===== src/rtl/bic_pkg.sv =====
package bic_pkg;

    typedef enum logic [1:0] {
        EDGE_OFF  = 2'b00,
        EDGE_RISE = 2'b01,
        EDGE_FALL = 2'b10,
        EDGE_ANY  = 2'b11
    } edge_mode_e;

endpackage


===== src/rtl/bic_edge_detect.sv =====
module bic_edge_detect
    import bic_pkg::*;
#(
    parameter int SYNC_STAGES = 2
) (
    input  logic       clk,
    input  logic       rst_n,
    input  logic       pin_in,
    input  edge_mode_e edge_sel,
    output logic       hit
);
    localparam int LAST = SYNC_STAGES - 1;

    typedef struct packed {
        logic [SYNC_STAGES-1:0] sync;
        logic                   prev;
    } sync_state_t;

    sync_state_t st_d, st_q;
    logic        level;
    logic        rise;
    logic        fall;

    always_comb begin
        st_d = st_q;
        if (SYNC_STAGES > 1) begin
            st_d.sync = {st_q.sync[SYNC_STAGES-2:0], pin_in};
        end else begin
            st_d.sync[0] = pin_in;
        end
        st_d.prev = st_q.sync[LAST];

        level = st_q.sync[LAST];
        rise  = level & ~st_q.prev;
        fall  = ~level & st_q.prev;
        unique case (edge_sel)
            EDGE_RISE: hit = rise;
            EDGE_FALL: hit = fall;
            EDGE_ANY:  hit = rise | fall;
            default:   hit = 1'b0;
        endcase
    end

    always_ff @(posedge clk or negedge rst_n) begin
        if (!rst_n) st_q <= '0;
        else        st_q <= st_d;
    end

    // a disabled selector never produces a capture event
    p_off_quiet_r2: assert property (@(posedge clk) disable iff (!rst_n)
        (edge_sel == EDGE_OFF) |-> !hit);

endmodule


===== src/rtl/bic_store.sv =====
module bic_store #(
    parameter int TW = 16
) (
    input  logic          clk,
    input  logic          rst_n,
    input  logic [TW-1:0] timer_cnt,
    input  logic          hit,
    input  logic          novw_en,
    input  logic          latch_stb,
    input  logic          cap_rd,
    input  logic          hold_rd,
    output logic [TW-1:0] cap_data,
    output logic [TW-1:0] hold_data,
    output logic          cap_full,
    output logic          hold_full,
    output logic          accept
);
    typedef struct packed {
        logic [TW-1:0] cap;
        logic [TW-1:0] hold;
        logic          cap_full;
        logic          hold_full;
    } store_state_t;

    store_state_t st_d, st_q;
    logic         move;

    always_comb begin
        st_d   = st_q;
        accept = hit & (~novw_en | ~st_q.cap_full);
        move   = latch_stb & st_q.cap_full;

        if (hold_rd) st_d.hold_full = 1'b0;
        if (move) begin
            st_d.hold      = st_q.cap;
            st_d.hold_full = 1'b1;
        end

        if (cap_rd || move) st_d.cap_full = 1'b0;
        if (accept) begin
            st_d.cap      = timer_cnt;
            st_d.cap_full = 1'b1;
        end
    end

    always_ff @(posedge clk or negedge rst_n) begin
        if (!rst_n) st_q <= '0;
        else        st_q <= st_d;
    end

    assign cap_data  = st_q.cap;
    assign hold_data = st_q.hold;
    assign cap_full  = st_q.cap_full;
    assign hold_full = st_q.hold_full;

    // a latch with a pending capture fills the holding register
    p_latch_copy_r4: assert property (@(posedge clk) disable iff (!rst_n)
        (latch_stb && cap_full) |=> (hold_full && hold_data == $past(cap_data)));

    // blocked capture leaves the stored value untouched
    p_novw_keep_r8: assert property (@(posedge clk) disable iff (!rst_n)
        (novw_en && cap_full && hit) |=> (cap_data == $past(cap_data)));

    // with overwrite allowed every edge lands
    p_overwrite_r7: assert property (@(posedge clk) disable iff (!rst_n)
        (hit && !novw_en) |=> (cap_full && cap_data == $past(timer_cnt)));

    // only a read empties the holding register
    p_hold_sticky_r6: assert property (@(posedge clk) disable iff (!rst_n)
        (hold_full && !hold_rd) |=> hold_full);

endmodule


===== src/rtl/bic_flag.sv =====
module bic_flag (
    input  logic clk,
    input  logic rst_n,
    input  logic set_i,
    input  logic clr_i,
    output logic flag_o
);
    typedef struct packed {
        logic flag;
    } flag_state_t;

    flag_state_t st_d, st_q;

    always_comb begin
        st_d = st_q;
        if (clr_i) st_d.flag = 1'b0;
        if (set_i) st_d.flag = 1'b1;
    end

    always_ff @(posedge clk or negedge rst_n) begin
        if (!rst_n) st_q <= '0;
        else        st_q <= st_d;
    end

    assign flag_o = st_q.flag;

    // sticky until cleared, set takes priority
    p_flag_hold_r10: assert property (@(posedge clk) disable iff (!rst_n)
        (flag_o && !clr_i) |=> flag_o);
    p_set_wins_r10: assert property (@(posedge clk) disable iff (!rst_n)
        set_i |=> flag_o);

endmodule


===== src/rtl/bic_channel.sv =====
module bic_channel
    import bic_pkg::*;
#(
    parameter int TW          = 16,
    parameter int SYNC_STAGES = 2
) (
    input  logic          clk,
    input  logic          rst_n,
    input  logic [TW-1:0] timer_cnt,
    input  logic          pin_in,
    input  logic [1:0]    edge_sel,
    input  logic          novw_en,
    input  logic          latch_stb,
    input  logic          cap_rd,
    input  logic          hold_rd,
    input  logic          flag_clr,
    output logic [TW-1:0] cap_data,
    output logic [TW-1:0] hold_data,
    output logic          cap_full,
    output logic          hold_full,
    output logic          cap_flag
);
    logic       hit;
    logic       accept;
    edge_mode_e mode;

    assign mode = edge_mode_e'(edge_sel);

    bic_edge_detect #(.SYNC_STAGES(SYNC_STAGES)) u_edge (
        .clk      (clk),
        .rst_n    (rst_n),
        .pin_in   (pin_in),
        .edge_sel (mode),
        .hit      (hit)
    );

    bic_store #(.TW(TW)) u_store (
        .clk       (clk),
        .rst_n     (rst_n),
        .timer_cnt (timer_cnt),
        .hit       (hit),
        .novw_en   (novw_en),
        .latch_stb (latch_stb),
        .cap_rd    (cap_rd),
        .hold_rd   (hold_rd),
        .cap_data  (cap_data),
        .hold_data (hold_data),
        .cap_full  (cap_full),
        .hold_full (hold_full),
        .accept    (accept)
    );

    bic_flag u_flag (
        .clk    (clk),
        .rst_n  (rst_n),
        .set_i  (accept),
        .clr_i  (flag_clr),
        .flag_o (cap_flag)
    );

endmodule


===== config.mk =====
export PLATFORM = sky130hd
export DESIGN_NAME = bic_channel
export DESIGN_NICKNAME = d
export VERILOG_FILES = /design/src/rtl/bic_pkg.sv /design/src/rtl/bic_edge_detect.sv /design/src/rtl/bic_store.sv /design/src/rtl/bic_flag.sv /design/src/rtl/bic_channel.sv
export SDC_FILE = /design/constraint.sdc
export NUM_CORES = 1
export LEC_CHECK = 0
export BUFFER_PORTS_ARGS = -buffer_cell sky130_fd_sc_hd__buf_2
export CAP_MARGIN = 0
export CORE_UTILIZATION = 42
export CTS_CLUSTER_DIAMETER = 100
export DETAILED_ROUTE_END_ITERATION = 12
export GPL_TIMING_DRIVEN = 0
export PLACE_DENSITY = 0.76
export SYNTH_ARGS = -nofsm -noshare
export SYNTH_HDL_FRONTEND = slang
export SYNTH_SLANG_ARGS = --single-unit
export TNS_END_PERCENT = 1

===== constraint.sdc =====
create_clock -name clk -period 1.7 [get_ports clk]
set_input_delay 0.34 -clock clk [delete_from_list [all_inputs] [get_ports clk]]
set_output_delay 0.34 -clock clk [all_outputs]
set_load 0.02 [all_outputs]

==> impl_metrics.env <==
export IMPL_rsz0062_at_grt="yes"
export IMPL_place_area_sq_um=1850
export IMPL_initial_core_util=0.441
export IMPL_r2r_end="u_store.cap_data[1]"
export IMPL_finalCriticalPeriod_ns=1.79
export IMPL_die_w_um=61.4
export IMPL_antenna_diode_count=0
export IMPL_synth_net_count=116
export IMPL_power_density_nw_per_um2=1400
export IMPL_critPathArrivalTime_ns=2.01
export IMPL_worstHoldPathType="input port to asynchronous set/reset pin"
export IMPL_wl_per_cell_um=13.9
export IMPL_yosysWarnings=0
export IMPL_finalNetCount=188
export IMPL_core_sq_um=3360
export IMPL_grt_max_degree=39
export IMPL_vias_per_cell=4.69
export IMPL_route_detailed_drc=0
export IMPL_vias=971
export IMPL_synthCells=88
export IMPL_avgSynthCellArea_sq_um=16.9
export IMPL_cp_max_fo=6
export IMPL_grt_pass1_wl_um=4370
export IMPL_final_cell_area_sq_um=2000
export IMPL_synth_area_leaders="dfrtp_1 64%, mux2_2 18%, mux2_4 8.1%, a311oi_4 1.8%, ha_1 1.7%"
export IMPL_die_h_um=61.4
export IMPL_reg2reg_slack_ns=-0.09
export IMPL_drt_iter0_drc=28
export IMPL_gp_congestion=0.659
export IMPL_cts_root_buf="clkbuf_4"
export IMPL_ant_nets=0
export IMPL_netlist_top_cell_by_area="dfrtp_1"
export IMPL_reg2reg_depth=6
export IMPL_wirelength_um=2880
export IMPL_dp_hpwl_um=2080
export IMPL_fin_util=0.594
export IMPL_relSlewSlack=0.462
export IMPL_criticalPathCategory="register to register"
export IMPL_fin_skew_ns=0.0101
export IMPL_setup_viol=16
export IMPL_areaGrowthSynthToFinish_pct=34.7
export IMPL_fin_crit_sh=1.05
export IMPL_dieArea_sq_um=3770
export IMPL_cp_end_kind="register"
export IMPL_critPathLaunch="u_edge.st_q[0]"
export IMPL_firstDrtPassIters=2
export IMPL_htreeDepth=2
export IMPL_crit_end="u_store.cap_data[1]"
export IMPL_violations="negative setup slack"
export IMPL_cap_violations=0
export IMPL_worstMarginPinSlew_ns=0.807
export IMPL_synth_top_area_frac=0.641
export IMPL_clock_path_buffers=2
export IMPL_maxSlewViolCount=0
export IMPL_antenna_found_initial=0
export IMPL_overflow=0
export IMPL_first_global_vias=993
export IMPL_synth_distinct_cells=16
export IMPL_grt_total_usage=0.167
export IMPL_tns_ns=-0.984
export IMPL_fin_ws_ns=-0.0859
export IMPL_io_pin_count=61
export IMPL_crit_path_start_kind="register"
export IMPL_cts_made_buffers=5
export IMPL_path_clk_slew_ns=0.11
export IMPL_synth_seq_cells=38
export IMPL_vdd_drop_max_v=0.000795
export IMPL_required_ns=1.93
export IMPL_row_count=21
export IMPL_r2r_start="u_edge.st_q[0]"
export IMPL_clock_latency_ns=0.33
export IMPL_port_buffers=60
export IMPL_finalHoldViolCount=0
export IMPL_yosysSeqAreaShare=0.641
export IMPL_cts_sinks=38
export IMPL_max_freq_mhz=560
export IMPL_drive_gt1_frac=0.696
export IMPL_p_leak_nw=1.02
export IMPL_status="complete, but fails checks"
export IMPL_hold_buffers=0
export IMPL_netlist_area_sq_um=1480
export IMPL_cts_tree="yes"
==> metrics by stage <==
stage	hold slack (ns)	setup slack [ns]	instances	total power, mW
floorplan	0.0444	-0.123	88	1.93
global placement	0.336	-0.308	194	2.26
detailed placement	0.336	-0.374	194	2.31
CTS	0.0873	-0.153	205	2.81
global route	0.0851	-0.133	207	2.97
finish	0.0883	-0.0859	207	2.80
==> cell families (layout without fill, tap and decap cells) <==
group / Yosys count / count (layout) / synth area share
flip-flops: 38 / 38 / 0.641
multiplexers: 32 / 32 / 0.263
buffers and inverters: 6 / 79 / 0.0228
AO/OA/AOI/OAI: 5 / 5 / 0.0363
AND/OR/NAND/NOR: 5 / 5 / 0.0202
adder cells (fa/ha/maj): 2 / 2 / 0.0169
==> sequential cells by signal, summed over array words and instances, names as in the netlist <==
signal / flops
u_edge.level: 1
u_store.hold_full: 1
u_flag.flag_o: 1
u_edge.st_d: 1
u_store.hold_data: 16
u_edge.st_q: 1
u_store.cap_full: 1
u_store.cap_data: 16
==> cells in the mapped netlist <==
cell	count
nand2b_2	1
o21ai_0	1
a21oi_1	1
buf_8	1
dfrtp_1	38
inv_1	4
nor2_1	1
and2_2	1
nand2b_1	1
mux2_4	8
mux2_2	24
ha_1	2
clkbuf_1	1
a311oi_4	1
nand2_1	1
a21o_2	2
==> power by group <==
group          switching, mW  internal, mW
combinational          0.557         0.475
clock                  0.268         0.200
sequential             0.140          1.16
total                  0.965          1.83
==> how the worst min path moves through the flow <==
stage                               from                   end  slack, ns  cells past startpoint
after floorplan                    rst_n          u_edge.level       0.04                      0
after global placement    u_edge.st_d[2]          u_edge.level       0.34                      0
after detailed placement  u_edge.st_d[2]          u_edge.level       0.34                      0
after CTS                         pin_in        u_edge.st_d[2]       0.09                      1
after global routing              pin_in        u_edge.st_d[2]       0.09                      1
final                              rst_n  u_store.cap_data[12]       0.09                      1
==> area by class of cell <==
| cell class | count | area, sq um |
|---|---|---|
| fill | 297 | 1360 |
| sequential | 38 | 951 |
| multi-input combinational | 44 | 529 |
| timing repair buffer | 65 | 367 |
| tap | 46 | 57.6 |
| clock buffer | 7 | 55.1 |
| buffer | 2 | 20.0 |
| inverter | 4 | 15.0 |
| clock inverter | 1 | 5.00 |
==> worst max-delay path, cell delays in order (launching register included) <==
cell      delay, ns
dfrtp_1        0.41
ha_1           0.29
nand2b_4       0.15
a311oi_4       0.20
buf_6          0.17
buf_8          0.13
mux2_2         0.33
==> placed cells by master, fill, tap and decap left out, drive strengths merged <==
master  synthesis  final
buf             1     65
mux2           32     32
ha              2      2
a311oi          1      1
inv             4      4
nor2            1      1
o21ai           1      1
clkinv          0      1
nand2b          2      2
and2            1      1
clkbuf          1      9
nand2           1      1
a21o            2      2
a21oi           1      1
dfrtp          38     38
==> per-layer routing <==
metal	wire, um	track usage
met1	1170	0.184
met2	1530	0.295
met3	149	0.0525
met4	30	0.0762
met5	0	0
==> timing repair <==
item	in CTS	in global routing
gates cloned	0	1
endpoints found under the hold margin	0	0
setup buffers	3	1
gates resized for setup	8	2
pin swaps	1	1
setup endpoints to repair	27	17
Power figures use the tool's default switching activity.
